**src/rtl/seq5_pkg.sv**
```systemverilog
package seq5_pkg;
   localparam int unsigned CODE_W = 3;
   typedef logic [CODE_W-1:0] code_t;

   // membership of the five-state main cycle
   function automatic logic in_main_cycle(input code_t c);
      case (c)
         3'b000, 3'b010, 3'b011, 3'b101, 3'b110: in_main_cycle = 1'b1;
         default:                                in_main_cycle = 1'b0;
      endcase
   endfunction
endpackage

```
**src/rtl/seq5_next_logic.sv**
```systemverilog
module seq5_next_logic
   import seq5_pkg::*;
(
   input  code_t cur,
   output code_t nxt
);
   logic bit_c, bit_b, bit_a;

   always_comb begin
      bit_c = cur[2];
      bit_b = cur[1];
      bit_a = cur[0];
      nxt[2] = bit_a;
      nxt[1] = ~bit_b | (~bit_a & ~bit_c);
      nxt[0] = bit_b & ~bit_c;
   end
endmodule

```
**src/rtl/seq5_toggle_map.sv**
```systemverilog
module seq5_toggle_map
   import seq5_pkg::*;
(
   input  code_t cur,
   input  code_t nxt,
   output code_t tgl
);
   // a bit toggles exactly when present and wanted values differ
   always_comb tgl = cur ^ nxt;
endmodule

```
**src/rtl/seq5_tff.sv**
```systemverilog
module seq5_tff #(
   parameter bit RST_VAL = 1'b0
) (
   input  logic clk,
   input  logic srst,
   input  logic ld,
   input  logic ld_val,
   input  logic t,
   output logic q
);
   always_ff @(posedge clk) begin
      if (srst)
         q <= RST_VAL;
      else if (ld)
         q <= ld_val;
      else if (t)
         q <= ~q;
   end
endmodule

```
**src/rtl/seq5_counter.sv**
```systemverilog
module seq5_counter
   import seq5_pkg::*;
#(
   parameter int unsigned FLOP_STYLE = 0,     // 0: toggle flops, 1: D flops
   parameter logic [2:0]  RST_CODE   = 3'b000
) (
   input  logic       clk,
   input  logic       srst,
   input  logic       tst_load,
   input  logic [2:0] tst_code,
   output logic [2:0] state
);
   localparam int unsigned NBITS = CODE_W;

   // elaboration-time parameter checks
   if (FLOP_STYLE > 1) begin : g_bad_style
      $error("seq5_counter: FLOP_STYLE must be 0 or 1");
   end
   if (!in_main_cycle(RST_CODE)) begin : g_bad_rst
      $error("seq5_counter: RST_CODE must be a member of the main cycle");
   end

   code_t cur_q;
   code_t nxt_w;

   seq5_next_logic u_next (
      .cur (cur_q),
      .nxt (nxt_w)
   );

   if (FLOP_STYLE == 0) begin : g_toggle
      code_t tgl_w;

      seq5_toggle_map u_map (
         .cur (cur_q),
         .nxt (nxt_w),
         .tgl (tgl_w)
      );

      for (genvar i = 0; i < NBITS; i++) begin : g_bit
         seq5_tff #(.RST_VAL(RST_CODE[i])) u_ff (
            .clk    (clk),
            .srst   (srst),
            .ld     (tst_load),
            .ld_val (tst_code[i]),
            .t      (tgl_w[i]),
            .q      (cur_q[i])
         );
      end
   end else begin : g_dflop
      always_ff @(posedge clk) begin
         if (srst)
            cur_q <= RST_CODE;
         else if (tst_load)
            cur_q <= tst_code;
         else
            cur_q <= nxt_w;
      end
   end

   assign state = cur_q;
endmodule

```
**config.mk**
```make
export PLATFORM = sky130hd
export DESIGN_NAME = seq5_counter
export DESIGN_NICKNAME = d
export VERILOG_FILES = /design/src/rtl/seq5_pkg.sv /design/src/rtl/seq5_next_logic.sv /design/src/rtl/seq5_toggle_map.sv /design/src/rtl/seq5_tff.sv /design/src/rtl/seq5_counter.sv
export SDC_FILE = /design/constraint.sdc
export NUM_CORES = 1
export LEC_CHECK = 0
export ABC_CLOCK_PERIOD_IN_PS = 1000
export BUFFER_PORTS_ARGS = -buffer_cell sky130_fd_sc_hd__buf_4
export CAP_MARGIN = 20
export CELL_PAD_IN_SITES_DETAIL_PLACEMENT = 1
export CELL_PAD_IN_SITES_GLOBAL_PLACEMENT = 2
export CORE_AREA = 4 4 41 43
export CTS_BUF_LIST = sky130_fd_sc_hd__clkbuf_2 sky130_fd_sc_hd__clkbuf_4 sky130_fd_sc_hd__clkbuf_8
export CTS_CLUSTER_SIZE = 12
export DETAILED_ROUTE_END_ITERATION = 8
export DIE_AREA = 0 0 45 47
export GPL_ROUTABILITY_DRIVEN = 0
export PLACE_DENSITY = 0.6
export SYNTH_ARGS = -nofsm -noshare
export SYNTH_HDL_FRONTEND = slang
export SYNTH_HIERARCHICAL = 1
export SYNTH_SLANG_ARGS = --single-unit
```
**constraint.sdc**
```tcl
create_clock -name clk -period 1 [get_ports clk]
set_input_delay 0.15 -clock clk [delete_from_list [all_inputs] [get_ports clk]]
set_output_delay 0.15 -clock clk [all_outputs]
set_load 0.01 [all_outputs]
```
==> results of run 1 <==
synth_stat cells (all sizes together):
cell	instances	share of area, %
buf	1	3.8
xor2	3	13
inv	3	5.7
nor2b	4	13
o21ai	1	2.5
a211oi	3	19
dfxtp	3	30
xnor2	3	13
logic make-up after synthesis:
kind of cell,after synthesis,share of synthesized area (%)
and+or+nand+nor,4,12.6
AOI/OAI and AO/OA,4,21.4
xor gates and xnor gates,6,26.4
DFF,3,30.2
buffers and inverters,4,9.43
per-layer routing:
| layer | up-vias | share of wire, % | global-route usage (%) |
|---|---|---|---|
| met5 | - | 0 | 0 |
| met4 | 0 | 0 | 5.26 |
| met3 | 0 | 11 | 2.68 |
| met2 | 8 | 56 | 10.2 |
| met1 | 87 | 32 | 4.54 |
| li1 | 95 | - | - |
where the power goes:
| group | internal (mW) | switching, mW | leakage (nW) | total [mW] |
|---|---|---|---|---|
| registers | 0.141 | 0.0231 | 0.0267 | 0.164 |
| clock network | 0.177 | 0.0622 | 0.0184 | 0.239 |
| logic | 0.130 | 0.0910 | 0.118 | 0.221 |
| total | 0.448 | 0.176 | 0.163 | 0.624 |
worst min-delay path by stage:
| stage | start | to | slack, ns | cells after the start |
|---|---|---|---|---|
| floorplan | srst | g_toggle.g_bit[0].u_ff/q | 0.21 | 1 |
| global placement | srst | g_toggle.g_bit[2].u_ff/q | 0.34 | 2 |
| detailed placement | srst | g_toggle.g_bit[2].u_ff/q | 0.34 | 2 |
| CTS | srst | g_toggle.g_bit[2].u_ff/q | 0.09 | 2 |
| global route | srst | g_toggle.g_bit[2].u_ff/q | 0.1 | 2 |
| finish | srst | g_toggle.g_bit[2].u_ff/q | 0.1 | 2 |
cell type report:
type	count	area [um2]
inverters	3	11.3
fillers	168	937
multi-input cells	14	139
repair buffers	12	93.8
clock buffers	4	30.0
well taps	15	18.8
flip-flops and latches	3	71.3
repair_timing:
| item | in CTS | in global routing |
|---|---|---|
| setup buffers | 1 | 1 |
| resized for setup | 0 | 2 |
| pin swaps | 4 | 0 |
| endpoints found under the setup margin | 4 | 5 |
critical path: cells and delay by family, from the launching register on:
family	cells	cell delay (ns)
flops	1	0.34
compound gates	1	0.21
xor+xnor	2	0.31
simple gates	1	0.13
per-stage QoR:
| step | hold slack, ns | utilization (%) | TNS (ns) | power, mW |
|---|---|---|---|---|
| after floorplan | 0.205 | - | -0.0150 | 0.296 |
| final | 0.0986 | 28.0 | -0.144 | 0.624 |
| after detailed placement | 0.340 | 23.7 | -0.147 | 0.365 |
| after global placement | 0.335 | 23.7 | -0.101 | 0.357 |
| after CTS | 0.0926 | 26.5 | -0.199 | 0.622 |
| after global routing | 0.0957 | 28.0 | -0.319 | 0.667 |
==> results.md, run 1 <==
* Status: finished, violations left
* Failing checks: negative setup slack
* Worst Path Max Fanout at 4
* CP Data Arrival Time at between 1 and 1.5 ns
* DR vias at 190
* Final setup fails at 3
* Routed len/inst at about 9.4 um
* CTS sink cnt at 3
* Synthesized area per cell at roughly 9.5 um2
* Critical R2R Launch: g_toggle.g_bit[1].u_ff/q
* Top reg by flops: g_toggle.g_bit.u_ff/q
* Max Slew Vio Count at 0
* Total CTS buffers at 3
* Core box area at around 0.0013 mm2
* R2r worst-path depth at 4
* Placed insts at between 40 and 50
* Post-Place Worst Slack at -0.104 ns
* Pwr dens at 1710 mW/mm2
* Max reg flops at 3
* Non-Filler Instances at 51
* Worst EP required at approximately 1.2 ns
* Count of different cell masters after synthesis at 8
* Critical Path Sink: g_toggle.g_bit[0].u_ff/q
* Clock Skews at 0.00165 ns
* Placement Rows at 13
* Port Buf Inserts at 8
* CTS tree: done
* CP max stage cell: dfxtp_4
* Max Cap Violations at 0
* Vias per inst at 3.73
* Final worst slack at -0.0748 ns
* Final Instance Area at ~360 um2
* CP Class: reg -> reg
* R2R Setup Slk at -0.07 ns
* CP peak stage delay at 0.34 ns
* Crit. End Element: flop
* Slew HR at roughly 86%
* Cell area after synthesis at around 200 um2
* Total GRT Usage at between 5 and 6%
* Die ar. at 0.00212 mm2
* Reg clk slew, reported paths at ~0.040 ns
* DP Area at 308 um2
* Total gr overflow at 0
* Post-layout minimum cycle time at approximately 1.1 ns
* DR pass1 iterations at 1
* RSZ-0062 raised after global routing: true
* Post-Syn Nets at 27
* Tcrit/Tclk final at 107%
* DRC at 0
* Lkg Pwr at 0.163 nW
* Cts-stage hold buffer count at 0
* Post-Route WL at ~480 um
* Worst-case clock buffer depth at 2
* Ys Warns at 6
* Largest net degree at the start of global routing at 7
* Number of global-route vias before repair at ~210
* Nets at 43
* CP Launch Point: g_toggle.g_bit[1].u_ff/q
* Chip height at approximately 47 um
* Initial Util at 15.3%
* Reg2reg end: g_toggle.g_bit[0].u_ff/q
* Fmax at 930 MHz
* Most frequent cells in the layout: buf_4 (11), clkbuf_4 (4)
* Area grow syn2layout at 83.0%
* CP cell instances: nor2b_4 -> xor2_2 -> xnor2_1 -> a211oi_2
* Root buffer cell: clkbuf_4
* Worst Max-Slew Pin Slew at ~0.21 ns
* Clk Latency, worst-skew pair at between 0.2 and 0.25 ns
* # diodes at 0
* #FFs+latches synth at 3
* Top flop regs: g_toggle.g_bit.u_ff/q: 3 flops
* I/O Pins at 9
* Layout cells sized above 1 at a little over two thirds
* First-pass GRT wire length at approximately 810 um
* Syn Inst Count at 21
* Leading cell type in the layout, fill and taps excluded: buf_4
* DRT antenna net count at 0
* Die Span X at 45 um
* Seq/Total Area, Yosys at between 30 and 40%
* Initial antenna violation count at 0
* Setup crit start kind: flop
* Initial DRC count at 0
* Hold Path Class: in -> reg
* CTS H-tree lvls at 1
* Fin. Hold Viols at 0
* Peak supply drop at approximately 650 uV
Power figures use the tool's default switching activity.
==> run 2: changes to the inputs <==
--- a/config.mk
+++ b/config.mk
@@ -8,14 +8,13 @@
 export ABC_CLOCK_PERIOD_IN_PS = 1000
 export BUFFER_PORTS_ARGS = -buffer_cell sky130_fd_sc_hd__buf_4
 export CAP_MARGIN = 20
-export CELL_PAD_IN_SITES_DETAIL_PLACEMENT = 1
+export CELL_PAD_IN_SITES_DETAIL_PLACEMENT = 0
 export CELL_PAD_IN_SITES_GLOBAL_PLACEMENT = 2
 export CORE_AREA = 4 4 41 43
 export CTS_BUF_LIST = sky130_fd_sc_hd__clkbuf_2 sky130_fd_sc_hd__clkbuf_4 sky130_fd_sc_hd__clkbuf_8
 export CTS_CLUSTER_SIZE = 12
 export DETAILED_ROUTE_END_ITERATION = 8
 export DIE_AREA = 0 0 45 47
-export GPL_ROUTABILITY_DRIVEN = 0
 export PLACE_DENSITY = 0.6
 export SYNTH_ARGS = -nofsm -noshare
 export SYNTH_HDL_FRONTEND = slang
==> constraint.sdc (replaced) <==
create_clock -name clk -period 1 [get_ports clk]
set_input_delay 0.15 -clock clk [delete_from_list [all_inputs] [get_ports clk]]
set_output_delay 0.15 -clock clk [all_outputs]
set_load 0.05 [all_outputs]
==> results.md, run 2 (synthesized netlist as in run 1, its figures left out) <==
* DP Area at 315 um2 (was 308 um2)
* Fmax at 950 MHz (was 930 MHz)
* Worst Path Max Fanout at 5 (was 4)
* Internal at 454 uW (was 448 uW)
* Post-layout minimum cycle time at 1.05 ns (was 1.07 ns)
* Hold Path Class: in -> reg (unchanged)
* Pwr dens at 1830 mW/mm2 (was 1710 mW/mm2)
* Root buffer cell: clkbuf_4 (unchanged)
* Critical Path Sink: g_toggle.g_bit[0].u_ff/q (unchanged)
* Sequential share of power at 25.2% (was 26.3%)
* First-pass GRT wire length at 627 um (was 807 um)
* Routability-driven placement congestion ratio at roughly 0.58
* CP cell instances: nor2b_4 -> xor2_1 -> xnor2_1 -> a211oi_2 (was nor2b_4 -> xor2_2 -> xnor2_1 -> a211oi_2)
* Slew HR at 86.5% (was 86.1%)
* Worst EP required at 1.10 ns (was 1.15 ns)
* Reg clk slew, reported paths at 0.04 ns (about the same)
* I/O Pins at 9 (unchanged)
* Cts-stage hold buffer count at 0 (unchanged)
* CP peak stage delay at 0.36 ns (was 0.34 ns)
* DRC at 0 (unchanged)
* Post-Place Worst Slack at -0.0729 ns (was -0.104 ns)
* Non-Filler Instances at 50 (was 51)
* Chip height at 47 um (unchanged)
* Die Span X at 45 um (unchanged)
* Die ar. at 0.00212 mm2 (unchanged)
* Core box area at 0.00130 mm2 (unchanged)
* DRT antenna net count at 0 (unchanged)
* Max Slew Vio Count at 0 (unchanged)
* Routed len/inst at 7.68 um (was 9.41 um)
* Max Cap Violations at 0 (unchanged)
* Initial antenna violation count at 0 (unchanged)
* Total GRT Usage at 4.57% (was 5.68%)
* Comb pwr share at 40.0% (was 35.4%)
* TNS Setup at -0.105 ns (was -0.144 ns)
* Switching Share at 31.8% (was 28.3%)
* Status: finished, violations left (unchanged)
* Peak supply drop at 588 uV (was 646 uV)
* RSZ-0062 raised after global routing: true (unchanged)
* CTS tree: done (unchanged)
* Largest net degree at the start of global routing at 7 (unchanged)
* Final setup fails at 3 (unchanged)
* Post-Route WL at 384 um (was 480 um)
* DR vias at 181 (was 190)
* Initial DRC count at 1 (was 0)
* Final Instance Area at 364 um2 (unchanged)
* Reg2reg end: g_toggle.g_bit[0].u_ff/q (unchanged)
* Tcrit/Tclk final at 105% (was 107%)
* Setup crit start kind: flop (unchanged)
* Total CTS buffers at 3 (unchanged)
* R2r worst-path depth at 4 (unchanged)
* CP Launch Point: g_toggle.g_bit[1].u_ff/q (unchanged)
* Clk pwr share at 34.8% (was 38.3%)
* Lkg Pwr at 0.162 nW (was 0.163 nW)
* Total gr overflow at 0 (unchanged)
* Vias per inst at 3.62 (was 3.73)
* Worst Max-Slew Pin Slew at 0.202 ns (was 0.207 ns)
* # diodes at 0 (unchanged)
* Most frequent cells in the layout: buf_4 (8), clkbuf_4 (4) (was buf_4 (11), clkbuf_4 (4))
* Leading cell type in the layout, fill and taps excluded: buf_4 (unchanged)
* Final worst slack at -0.0531 ns (was -0.0748 ns)
* Tot Pwr at 665 uW (was 624 uW)
* Initial Util at 15.3% (unchanged)
* Top reg by flops: g_toggle.g_bit.u_ff/q (unchanged)
* CTS sink cnt at 3 (unchanged)
* Worst-case clock buffer depth at 2 (unchanged)
* DR pass1 iterations at 2 (was 1)
* CP Data Arrival Time at 1.15 ns (was 1.22 ns)
* Fin. Hold Viols at 0 (unchanged)
* Sw power at 211 uW (was 176 uW)
* Placed insts at 46 (was 45)
* Crit. End Element: flop (unchanged)
* Area grow syn2layout at 83.0% (unchanged)
* Max reg flops at 3 (unchanged)
* Nets at 42 (was 43)
* Failing checks: negative setup slack (unchanged)
* Placement Rows at 13 (unchanged)
* CTS H-tree lvls at 1 (unchanged)
* Critical R2R Launch: g_toggle.g_bit[1].u_ff/q (unchanged)
* Clk Latency, worst-skew pair at 0.23 ns (about the same)
* Port Buf Inserts at 8 (unchanged)
* R2R Setup Slk at -0.05 ns (was -0.07 ns)
* Top flop regs: g_toggle.g_bit.u_ff/q: 3 flops (unchanged)
* Clock Skews at 0.00443 ns (was 0.00165 ns)
* CP Class: reg -> reg (unchanged)
* Layout cells sized above 1 at 65.7% (was 69.4%)
* CP max stage cell: dfxtp_4 (unchanged)
* Number of global-route vias before repair at 166 (was 212)
==> run 2: per-layer routing <==
| metal | wire, um | share of wire [%] | global-route usage [%] | vias up |
|---|---|---|---|---|
| li1 | - | - | - | 94 |
| met5 | 0 | 0 | 0 | - |
| met2 | 164 | 43 | 5.93 | 9 |
| met4 | 0 | 0 | 3.51 | 0 |
| met1 | 159 | 41 | 4.51 | 78 |
| met3 | 60 | 16 | 4.21 | 0 |
==> run 2: final cells by class <==
type                    count  area [um2]
multi-input cells          14         131
inverters                   3        11.3
clock buffers               4        30.0
well taps                  15        18.8
repair buffers             11         101
fillers                   155         937
flip-flops and latches      3        71.3
==> run 2: critical path: cells and delay by family (launching register included) <==
family / cells / cell delay, ns
XOR/XNOR: 2 / 0.34
flip-flops: 1 / 0.36
AO/OA/AOI/OAI: 1 / 0.09
AND/OR/NAND/NOR: 1 / 0.14
==> run 2: what timing repair did <==
| item | CTS | global route |
|---|---|---|
| resized for setup | 3 | 2 |
| buffers inserted | 0 | 0 |
| pin swaps | 1 | 0 |
| gates cloned | 0 | 0 |
| setup endpoints to repair | 4 | 5 |
==> run 2: worst min-delay path by stage <==
stage	from	endpoint	slack, ns	depth (start not counted)
CTS	srst	g_toggle.g_bit[1].u_ff/q	0.10	2
global placement	srst	g_toggle.g_bit[1].u_ff/q	0.33	2
detailed placement	srst	g_toggle.g_bit[1].u_ff/q	0.34	2
floorplan	srst	g_toggle.g_bit[0].u_ff/q	0.21	1
finish	srst	g_toggle.g_bit[1].u_ff/q	0.10	2
global route	srst	g_toggle.g_bit[1].u_ff/q	0.09	2
==> run 2: power groups by stage <==
stage               Clock, mW  Sequential, mW  Combinational, mW
finish                  0.232           0.168              0.266
global route            0.258           0.172              0.285
global placement            0           0.168              0.244
detailed placement          0           0.169              0.246
floorplan                   0           0.227              0.113
CTS                     0.238           0.168              0.262
==> run 2: metrics by stage <==
stage / hold slack [ns] / utilization [%]
global placement: 0.334 / 24.2
global route: 0.0942 / 28.0
CTS: 0.101 / 27.4
detailed placement: 0.340 / 24.2
floorplan: 0.205 / -
finish: 0.103 / 28.0
